### src/rtl/cwf_pkg.sv
package cwf_pkg;

    typedef enum logic [1:0] {
        ST_IDLE  = 2'd0,
        ST_FETCH = 2'd1,
        ST_DRAIN = 2'd2
    } fill_state_t;

endpackage

### src/rtl/cwf_wrap_idx.sv
// Wrapped word index: base plus step, modulo a power-of-two word count.
module cwf_wrap_idx #(
    parameter int IDX_W = 3
) (
    input  logic [IDX_W-1:0] base,
    input  logic [IDX_W-1:0] step,
    output logic [IDX_W-1:0] idx
);
    always_comb idx = base + step;
endmodule

### src/rtl/cwf_valid_track.sv
// One valid flag per word of the line under fill.
module cwf_valid_track #(
    parameter int WORDS = 8,
    parameter int IDX_W = 3
) (
    input  logic             clk,
    input  logic             rst_n,
    input  logic             clr,
    input  logic             set,
    input  logic [IDX_W-1:0] set_idx,
    output logic [WORDS-1:0] q
);
    for (genvar i = 0; i < WORDS; i++) begin : g_bit
        always_ff @(posedge clk) begin
            if (!rst_n)
                q[i] <= 1'b0;
            else if (clr)
                q[i] <= 1'b0;
            else if (set && (set_idx == IDX_W'(i)))
                q[i] <= 1'b1;
        end
    end
endmodule

### src/rtl/cwf_fill_fsm.sv
// Sequencer: accepts a miss, issues wrapped requests, counts beats.
module cwf_fill_fsm
    import cwf_pkg::*;
#(
    parameter int LINE_ADDR_W = 27,
    parameter int IDX_W       = 3
) (
    input  logic                   clk,
    input  logic                   rst_n,
    input  logic                   miss_valid,
    input  logic [LINE_ADDR_W-1:0] miss_line,
    input  logic [IDX_W-1:0]       miss_word,
    input  logic                   mem_req_ready,
    input  logic                   mem_rsp_valid,
    output logic                   miss_ready,
    output logic                   busy,
    output logic                   accept,
    output logic                   mem_req_valid,
    output logic                   beat,
    output logic                   first_beat,
    output logic [IDX_W-1:0]       req_step,
    output logic [IDX_W-1:0]       rsp_step,
    output logic [LINE_ADDR_W-1:0] cur_line,
    output logic [IDX_W-1:0]       crit_word
);
    localparam int WORDS = 1 << IDX_W;
    localparam logic [IDX_W:0] LAST = (IDX_W+1)'(WORDS - 1);

    fill_state_t st_q, st_nx;
    logic [IDX_W:0] req_cnt_q, rsp_cnt_q;
    logic           req_fire, last_req, last_beat;

    // state register
    always_ff @(posedge clk) begin
        if (!rst_n)
            st_q <= ST_IDLE;
        else
            st_q <= st_nx;
    end

    // next state
    always_comb begin
        st_nx = st_q;
        unique case (st_q)
            ST_IDLE:  if (accept)         st_nx = ST_FETCH;
            ST_FETCH: if (last_beat)      st_nx = ST_IDLE;
                      else if (last_req)  st_nx = ST_DRAIN;
            ST_DRAIN: if (last_beat)      st_nx = ST_IDLE;
            default:                      st_nx = ST_IDLE;
        endcase
    end

    // outputs
    always_comb begin
        miss_ready    = (st_q == ST_IDLE);
        busy          = (st_q != ST_IDLE);
        mem_req_valid = (st_q == ST_FETCH);
        accept        = miss_valid && miss_ready;
        req_fire      = mem_req_valid && mem_req_ready;
        beat          = busy && mem_rsp_valid;
        last_req      = req_fire && (req_cnt_q == LAST);
        last_beat     = beat && (rsp_cnt_q == LAST);
        first_beat    = beat && (rsp_cnt_q == '0);
        req_step      = req_cnt_q[IDX_W-1:0];
        rsp_step      = rsp_cnt_q[IDX_W-1:0];
    end

    // fill context and counters
    always_ff @(posedge clk) begin
        if (!rst_n) begin
            req_cnt_q <= '0;
            rsp_cnt_q <= '0;
            cur_line  <= '0;
            crit_word <= '0;
        end else if (accept) begin
            req_cnt_q <= '0;
            rsp_cnt_q <= '0;
            cur_line  <= miss_line;
            crit_word <= miss_word;
        end else begin
            if (req_fire) req_cnt_q <= req_cnt_q + 1'b1;
            if (beat)     rsp_cnt_q <= rsp_cnt_q + 1'b1;
        end
    end
endmodule

### src/rtl/cwf_fill_ctrl.sv
// Critical-word-first line fill controller, top level.
module cwf_fill_ctrl #(
    parameter int ADDR_W    = 32,
    parameter int LINE_BITS = 256,
    parameter int WORD_W    = 32,
    localparam int WORDS       = LINE_BITS / WORD_W,
    localparam int IDX_W       = $clog2(WORDS),
    localparam int OFF_W       = $clog2(LINE_BITS / 8),
    localparam int LINE_ADDR_W = ADDR_W - OFF_W
) (
    input  logic                     clk,
    input  logic                     rst_n,
    input  logic                     miss_valid,
    input  logic [LINE_ADDR_W-1:0]   miss_line,
    input  logic [IDX_W-1:0]         miss_word,
    output logic                     miss_ready,
    output logic                     busy,
    output logic                     restart_valid,
    output logic [WORD_W-1:0]        restart_data,
    output logic                     mem_req_valid,
    output logic [LINE_ADDR_W+IDX_W-1:0] mem_req_addr,
    input  logic                     mem_req_ready,
    input  logic                     mem_rsp_valid,
    input  logic [WORD_W-1:0]        mem_rsp_data,
    output logic                     arr_we,
    output logic [IDX_W-1:0]         arr_word,
    output logic [WORD_W-1:0]        arr_wdata,
    output logic [WORDS-1:0]         sub_valid,
    input  logic                     rd_valid,
    input  logic [LINE_ADDR_W-1:0]   rd_line,
    input  logic [IDX_W-1:0]         rd_word,
    output logic                     rd_stall
);
    logic                   accept, beat, first_beat;
    logic [IDX_W-1:0]       req_step, rsp_step, crit_word;
    logic [IDX_W-1:0]       req_idx, rsp_idx;
    logic [LINE_ADDR_W-1:0] cur_line;

    cwf_fill_fsm #(.LINE_ADDR_W(LINE_ADDR_W), .IDX_W(IDX_W)) u_fsm (
        .clk          (clk),
        .rst_n        (rst_n),
        .miss_valid   (miss_valid),
        .miss_line    (miss_line),
        .miss_word    (miss_word),
        .mem_req_ready(mem_req_ready),
        .mem_rsp_valid(mem_rsp_valid),
        .miss_ready   (miss_ready),
        .busy         (busy),
        .accept       (accept),
        .mem_req_valid(mem_req_valid),
        .beat         (beat),
        .first_beat   (first_beat),
        .req_step     (req_step),
        .rsp_step     (rsp_step),
        .cur_line     (cur_line),
        .crit_word    (crit_word)
    );

    // request-side and response-side wrapped word indices
    cwf_wrap_idx #(.IDX_W(IDX_W)) u_req_idx (
        .base(crit_word), .step(req_step), .idx(req_idx)
    );
    cwf_wrap_idx #(.IDX_W(IDX_W)) u_rsp_idx (
        .base(crit_word), .step(rsp_step), .idx(rsp_idx)
    );

    cwf_valid_track #(.WORDS(WORDS), .IDX_W(IDX_W)) u_valid (
        .clk    (clk),
        .rst_n  (rst_n),
        .clr    (accept),
        .set    (beat),
        .set_idx(rsp_idx),
        .q      (sub_valid)
    );

    always_comb begin
        mem_req_addr  = {cur_line, req_idx};
        arr_we        = beat;
        arr_word      = rsp_idx;
        arr_wdata     = mem_rsp_data;
        restart_valid = first_beat;
        restart_data  = mem_rsp_data;
        rd_stall      = rd_valid && busy && (rd_line == cur_line)
                        && !sub_valid[rd_word];
    end
endmodule

### config.mk
export PLATFORM = sky130hd
export DESIGN_NAME = cwf_fill_ctrl
export DESIGN_NICKNAME = d
export VERILOG_FILES = /design/src/rtl/cwf_pkg.sv /design/src/rtl/cwf_wrap_idx.sv /design/src/rtl/cwf_valid_track.sv /design/src/rtl/cwf_fill_fsm.sv /design/src/rtl/cwf_fill_ctrl.sv
export SDC_FILE = /design/constraint.sdc
export NUM_CORES = 1
export LEC_CHECK = 0
export ABC_AREA = 1
export BUFFER_PORTS_ARGS = -buffer_cell sky130_fd_sc_hd__buf_2
export CORE_ASPECT_RATIO = 1.2
export CORE_MARGIN = 2
export CORE_UTILIZATION = 38
export DETAILED_ROUTE_END_ITERATION = 16
export PLACE_DENSITY = 0.77
export SLEW_MARGIN = 30
export SYNTH_ARGS = -nofsm -noshare
export SYNTH_HDL_FRONTEND = slang
export SYNTH_SLANG_ARGS = --single-unit
### constraint.sdc
create_clock -name clk -period 1.4 [get_ports clk]
set_input_delay 0.07 -clock clk [delete_from_list [all_inputs] [get_ports clk]]
set_output_delay 0.07 -clock clk [all_outputs]
set_load 0.01 [all_outputs]
==> impl_metrics.tcl, run 1 <==
set metrics [dict create \
    run_status "finished, violations left" \
    violations_in_the_final_reports "negative setup slack" \
    final_hpwl_dp_mm 6.55 \
    slew_headroom 0.784 \
    cts_root_buffer "sky130_fd_sc_hd__clkbuf_8" \
    hold_path_end "u_fsm.cur_line[14]$_SDFFE_PN0P_" \
    path_clk_slew_ns 0.09 \
    final.setup.worst_slack_ns -0.328 \
    cp_data_arrival_time_ns 1.66 \
    final_antenna_net_count 0 \
    detailedPlace.worstSlack_ns -0.212 \
    finish.instance_area_mm2 0.00357 \
    finalPower_mw 3.63 \
    synth.avg_cell_area_um2 7.00 \
    largest_cells_by_area_after_synthesis "sky130_fd_sc_hd__dfxtp_1 (32%), sky130_fd_sc_hd__buf_4 (16%), sky130_fd_sc_hd__nand2_1 (9.5%)" \
    finalSetupViolations 13 \
    critical_path.reg2reg.startpoint "u_fsm.crit_word[0]$_SDFFE_PN0P_" \
    dr_total_vias 2807 \
    yosys_warning_count 0 \
    overflow 0 \
    synth_seq_area_share 0.321 \
    drcViolationCount 0 \
    wire_length_of_the_first_global_routing_pass_mm 12.6 \
    yosys.area.top_type "sky130_fd_sc_hd__dfxtp_1" \
    cts_sinks 48 \
    io_pins 209 \
    setup.reg_to_reg.worst_slack_ns -0.26 \
    worst-slew-pin-transition_ns 0.324 \
    synthToLayoutAreaGrowth_pct 19.2 \
    min_path_type "in -> reg" \
    die_height_um 101 \
    ratio_of_cells_with_drive_above_1_in_the_final_layout 0.354 \
    power.density_mw_per_mm2 1020 \
    setup.worst_path.start_class "register" \
    die_width_um 85.0 \
    diodes 0 \
    cts_buffer_depth 2 \
    tritoncts.num_buffers 5 \
    hold_start "miss_line[14]" \
    crit_path_max_fanout 3 \
    detail_route.vias_per_cell 4.70 \
    fmax_mhz 579 \
    count_of_unique_library_cells_instantiated_by_yosys 28 \
    final_max_slew_viol_count 0 \
    critical_path_required_ns 1.33 \
    dpl-instance-area_mm2 0.00321 \
    post-route-period-util 1.23 \
    hold_viol_final 0 \
    initialDrtViolationCount 67 \
    ff2ff_path_depth 9 \
    number_of_global_route_vias_before_repair 2747 \
    worst_hold_slack_ns 0.0103 \
    postSynthNetCount 533 \
    critical_path.endpoint_type "primary output" \
    drt_pass1_iterations 4 \
    worstSkewPairLatency_ns 0.30 \
    worstSetupPathType "reg -> out" \
    core-area_mm2 0.00766 \
    finish.net_count 609 \
    ys_ff_latch 48 \
    rsz0062_at_grt "true" \
    place_congestion 0.821 \
    clock-skew-final_ns 0.00690 \
    floorplan.initialDensity 0.391 \
    rows 35 \
    yosysTopAreaCellShare 0.321 \
    clock_tree.htree_level_count 2 \
    design.die.area_mm2 0.00861 \
    max_cap_viol_count 0 \
    post_drt_wl_per_cell_um 14.0 \
    total_leakage_power_nw 1.80 \
    synth_cells 428 \
    grt_antenna_before_repair 0 \
    io_buffers 112 \
    ir_drop_mv 0.493 \
    postRouteWirelength_mm 8.33 \
    worst_r2r_endpoint "u_valid.q[5]$_SDFFE_PP0P_" \
    grt_start_max_net_pins 45 \
    min_delay_path_depth 3 \
    gr-usage-all-layers 0.183 \
    cts_tree "built" \
    netlist_area_mm2 0.00299 \
    period_needed_ns 1.73 \
]
-- synthesized netlist by cell type (all sizes together) --
master and count:
a21oi 28, xnor2 12, clkbuf 2, dfxtp 48
nand3 13, inv 51, fa 2, a31oi 1
nand2 78, ha 5, o21ai 36, xor2 4
buf 70, nor2 69, nor3 8, nand3b 1
-- power breakdown --
group / switching [mW] / internal [mW] / leakage [nW] / total (mW)
Sequential: 0.121 / 1.50 / 0.399 / 1.62
Clock: 0.463 / 0.404 / 0.0455 / 0.868
Combinational: 0.626 / 0.517 / 1.35 / 1.14
-- layout by cell type (no fill, tap or decap), types with 13 or more instances in the layout --
| cell | instances |
|---|---|
| sky130_fd_sc_hd__buf_2 | 110 |
| sky130_fd_sc_hd__nand2_1 | 74 |
| sky130_fd_sc_hd__nor2_1 | 65 |
| sky130_fd_sc_hd__inv_1 | 41 |
| sky130_fd_sc_hd__dfxtp_1 | 35 |
| sky130_fd_sc_hd__a21oi_1 | 27 |
| sky130_fd_sc_hd__o21ai_0 | 24 |
| sky130_fd_sc_hd__buf_4 | 16 |
| sky130_fd_sc_hd__nand3_1 | 13 |
-- registers in the layout, summed over array words and instances (netlist names) --
register	flops
u_fsm.cur_line	27
u_fsm.rsp_cnt_q	4
u_valid.q	8
u_fsm.st_q	2
u_fsm.crit_word	3
u_fsm.req_cnt_q	4
-- cell type report --
cell class / count / area [um2]
inverters: 51 / 204
multi-input cells: 257 / 1360
flip-flops and latches: 48 / 980
well taps: 92 / 115
fillers: 750 / 4090
clock buffers: 8 / 90.1
repair buffers: 141 / 825
-- cell families after synthesis --
| family | synth area share |
|---|---|
| fa+ha+maj | 0.0343 |
| buf+inv | 0.248 |
| flops | 0.321 |
| compound gates | 0.112 |
| simple gates | 0.238 |
| xor+xnor | 0.0468 |
-- worst max-delay path, stage by stage (launching register included) --
cell                      delay [ns]
sky130_fd_sc_hd__dfxtp_2        0.35
sky130_fd_sc_hd__ha_4           0.16
sky130_fd_sc_hd__fa_2           0.37
sky130_fd_sc_hd__xor2_1         0.16
sky130_fd_sc_hd__nand2_1        0.08
sky130_fd_sc_hd__nand2_2        0.06
sky130_fd_sc_hd__inv_2          0.06
sky130_fd_sc_hd__buf_2          0.12
-- timing repair --
item / in CTS / in global routing
resized for setup: 21 / 11
endpoints found under the setup margin: 15 / 20
pin swaps: 8 / 4
buffers inserted: 5 / 5
endpoints found under the hold margin: 12 / 0
hold buffers: 12 / 0
-- per-layer routing --
metal,track usage,share of wire
met5,0,0
met3,0.0742,0.098
met4,0.0891,0.037
met1,0.173,0.34
met2,0.343,0.52
-- worst max path at each step --
stage | slack (ns) | startpoint | endpoint
final | -0.33 | u_fsm.crit_word[0]$_SDFFE_PN0P_ | arr_word[2]
after global routing | -0.45 | u_fsm.crit_word[0]$_SDFFE_PN0P_ | arr_word[2]
after CTS | -0.34 | u_fsm.crit_word[0]$_SDFFE_PN0P_ | mem_req_addr[2]
after detailed placement | -0.21 | u_fsm.crit_word[0]$_SDFFE_PN0P_ | u_valid.q[5]$_SDFFE_PP0P_
after global placement | -0.18 | u_fsm.crit_word[0]$_SDFFE_PN0P_ | u_valid.q[7]$_SDFFE_PP0P_
after floorplan | -0.15 | u_fsm.rsp_cnt_q[0]$_SDFFE_PP0P_ | u_valid.q[3]$_SDFFE_PP0P_
-- metrics by stage --
| stage | setup TNS [ns] | std cells | util |
|---|---|---|---|
| final | -2.83 | 597 | 0.466 |
| after global routing | -4.20 | 597 | 0.466 |
| after CTS | -2.81 | 592 | 0.457 |
| after detailed placement | -1.56 | 567 | 0.419 |
| after global placement | -1.24 | 567 | 0.419 |
| after floorplan | -0.884 | 428 | - |
Power figures use the tool's default switching activity.
==> run 2, diff against run 1 <==
--- a/config.mk
+++ b/config.mk
@@ -9,9 +9,9 @@
 export BUFFER_PORTS_ARGS = -buffer_cell sky130_fd_sc_hd__buf_2
 export CORE_ASPECT_RATIO = 1.2
 export CORE_MARGIN = 2
-export CORE_UTILIZATION = 38
+export CORE_UTILIZATION = 45
 export DETAILED_ROUTE_END_ITERATION = 16
-export PLACE_DENSITY = 0.77
+export PLACE_DENSITY = 0.86
 export SLEW_MARGIN = 30
 export SYNTH_ARGS = -nofsm -noshare
 export SYNTH_HDL_FRONTEND = slang
==> constraint.sdc (replaced) <==
create_clock -name clk -period 2.1 [get_ports clk]
set_input_delay 0.105 -clock clk [delete_from_list [all_inputs] [get_ports clk]]
set_output_delay 0.105 -clock clk [all_outputs]
set_load 0.01 [all_outputs]
==> impl_metrics.tcl, run 2 (synthesis gave the netlist of run 1 again) <==
set metrics [dict create \
    fmax_mhz 512 \
    tritoncts.num_buffers 5 \
    multi_input_comb_area_mm2 0.00129 \
    finalSetupViolations 0 \
    setup.reg_to_reg.worst_slack_ns 0.39 \
    final_max_slew_viol_count 0 \
    critical_path.reg2reg.startpoint "u_fsm.rsp_cnt_q[0]$_SDFFE_PP0P_" \
    final_core_util 0.505 \
    hold_path_end "u_fsm.cur_line[15]$_SDFFE_PN0P_" \
    cts_buffer_depth 2 \
    cp_max_stage_cell "sky130_fd_sc_hd__fa_1" \
    finish.instance_area_mm2 0.00325 \
    post_drt_wl_per_cell_um 13.4 \
    mostFrequentLayoutCell "sky130_fd_sc_hd__buf_2" \
    ratio_of_cells_with_drive_above_1_in_the_final_layout 0.285 \
    worstSetupPathType "reg -> out" \
    ff2ff_path_depth 8 \
    synthToLayoutAreaGrowth_pct 8.65 \
    clock_tree.htree_level_count 2 \
    drcViolationCount 0 \
    final_antenna_net_count 0 \
    cts_root_buffer "sky130_fd_sc_hd__clkbuf_8" \
    detail_route.vias_per_cell 4.81 \
    run_status "finished, final reports clean" \
    hold_viol_final 0 \
    slew_headroom 0.721 \
    worst-slew-pin-transition_ns 0.419 \
    drt_pass1_iterations 4 \
    min_delay_path_depth 3 \
    grt_antenna_before_repair 0 \
    core-area_mm2 0.00645 \
    path_clk_slew_ns 0.09 \
    critical_path_required_ns 2.00 \
    register_bank_with_the_most_flops "u_fsm.cur_line" \
    place_congestion 0.875 \
    diodes 0 \
    finalPower_mw 2.44 \
    worst_r2r_endpoint "u_valid.q[4]$_SDFFE_PP0P_" \
    max_cap_viol_count 0 \
    period_needed_ns 1.95 \
    post-place-cells 554 \
    ir_drop_mv 0.518 \
    hold_buffers 0 \
    io_pins 209 \
    dr_total_vias 2704 \
    die_height_um 93.4 \
    cp_cell_sequence "ha_1, fa_1, xor2_1, nand2_1, nand2_2, inv_2, buf_2" \
    cts_sinks 48 \
    floorplan.initialDensity 0.464 \
    final_hpwl_dp_mm 6.18 \
    min_path_type "in -> reg" \
    rsz0062_at_grt "false" \
    post-route-period-util 0.930 \
    hold_start "miss_line[15]" \
    number_of_global_route_vias_before_repair 2734 \
    clock-skew-final_ns 0.00743 \
    power.density_mw_per_mm2 749 \
    fin_cells 562 \
    dpl-instance-area_mm2 0.00312 \
    worstSkewPairLatency_ns 0.30 \
    overflow 0 \
    mostFrequentLayoutCells "sky130_fd_sc_hd__buf_2 (112), sky130_fd_sc_hd__nand2_1 (75), sky130_fd_sc_hd__nor2_1 (65)" \
    grt_start_max_net_pins 45 \
    setup-tns-final_ns 0 \
    gr-usage-all-layers 0.208 \
    cp_data_arrival_time_ns 1.85 \
    sequential_cell_area_um2 961 \
    cts_tree "built" \
    slowest_delay_ns 0.41 \
    finish.net_count 581 \
    design.die.area_mm2 0.00732 \
    total_leakage_power_nw 1.69 \
    critical_path.endpoint_type "primary output" \
    largestRegisters "u_fsm.cur_line (27), u_valid.q (8)" \
    rows 32 \
    postRouteWirelength_mm 7.54 \
    largest_register_ffs 27 \
    fillCellCount 615 \
    io_buffers 112 \
    die_width_um 78.5 \
    initialDrtViolationCount 163 \
    crit_path_max_fanout 5 \
    wire_length_of_the_first_global_routing_pass_mm 12.0 \
    setup.worst_path.start_class "register" \
]
==> run 2: cell count changes in the layout (fill, tap and decap cells not counted), sizes merged <==
cell and change:
bufinv +1, buf -16, clkinv -1, inv +1, clkbuf -1, dlygate4sd3 -12
==> run 2: timing repair <==
item / in CTS / in global routing
gates resized for setup: 0 / 2
setup endpoints to repair: 0 / 1
setup buffers: 0 / 0
==> run 2: how the worst max path moves through the flow <==
stage | cells past startpoint | slack, ns | start | to
after floorplan | 8 | 0.46 | u_fsm.rsp_cnt_q[0]$_SDFFE_PP0P_ | u_valid.q[4]$_SDFFE_PP0P_
after CTS | 7 | 0.07 | u_fsm.rsp_cnt_q[0]$_SDFFE_PP0P_ | arr_word[2]
final | 7 | 0.15 | u_fsm.rsp_cnt_q[0]$_SDFFE_PP0P_ | arr_word[2]
after global placement | 8 | 0.42 | u_fsm.rsp_cnt_q[0]$_SDFFE_PP0P_ | u_valid.q[7]$_SDFFE_PP0P_
after detailed placement | 8 | 0.35 | u_fsm.rsp_cnt_q[0]$_SDFFE_PP0P_ | u_valid.q[4]$_SDFFE_PP0P_
after global routing | 7 | 0.04 | u_fsm.rsp_cnt_q[0]$_SDFFE_PP0P_ | arr_word[2]
==> run 2: power by group <==
part	total (mW)	switching, mW	internal [mW]
sequential	1.07	0.0737	0.995
clock	0.724	0.303	0.420
combinational	0.643	0.383	0.260
==> run 2: final cells by class <==
| class | count | share of cell area |
|---|---|---|
| clock buffers | 7 | 0.0296 |
| flip-flops and latches | 48 | 0.295 |
| clock inverters | 1 | 0.00923 |
| inverters | 51 | 0.0612 |
| repair buffers | 113 | 0.175 |
| well taps | 85 | 0.0327 |
| multi-input cells | 257 | 0.397 |
==> run 2: critical path: cells and delay by family (launching register included) <==
family | cells | cell delay (ns)
xor gates and xnor gates | 1 | 0.16
DFF | 1 | 0.35
adders and majority gates | 2 | 0.64
buffers and inverters | 2 | 0.21
and+or+nand+nor | 2 | 0.19
==> run 2: layer usage <==
| metal | track usage | share of wire |
|---|---|---|
| met1 | 0.189 | 0.33 |
| met2 | 0.386 | 0.52 |
| met3 | 0.0782 | 0.11 |
| met4 | 0.126 | 0.044 |
| met5 | 0 | 0 |
==> run 2: metrics by stage <==
| step | hold WS, ns | setup WS (ns) |
|---|---|---|
| global placement | 0.210 | 0.419 |
| finish | 0.0288 | 0.147 |
| floorplan | 0.240 | 0.458 |
| detailed placement | 0.210 | 0.350 |
| CTS | 0.0224 | 0.0655 |
| global route | 0.0347 | 0.0438 |
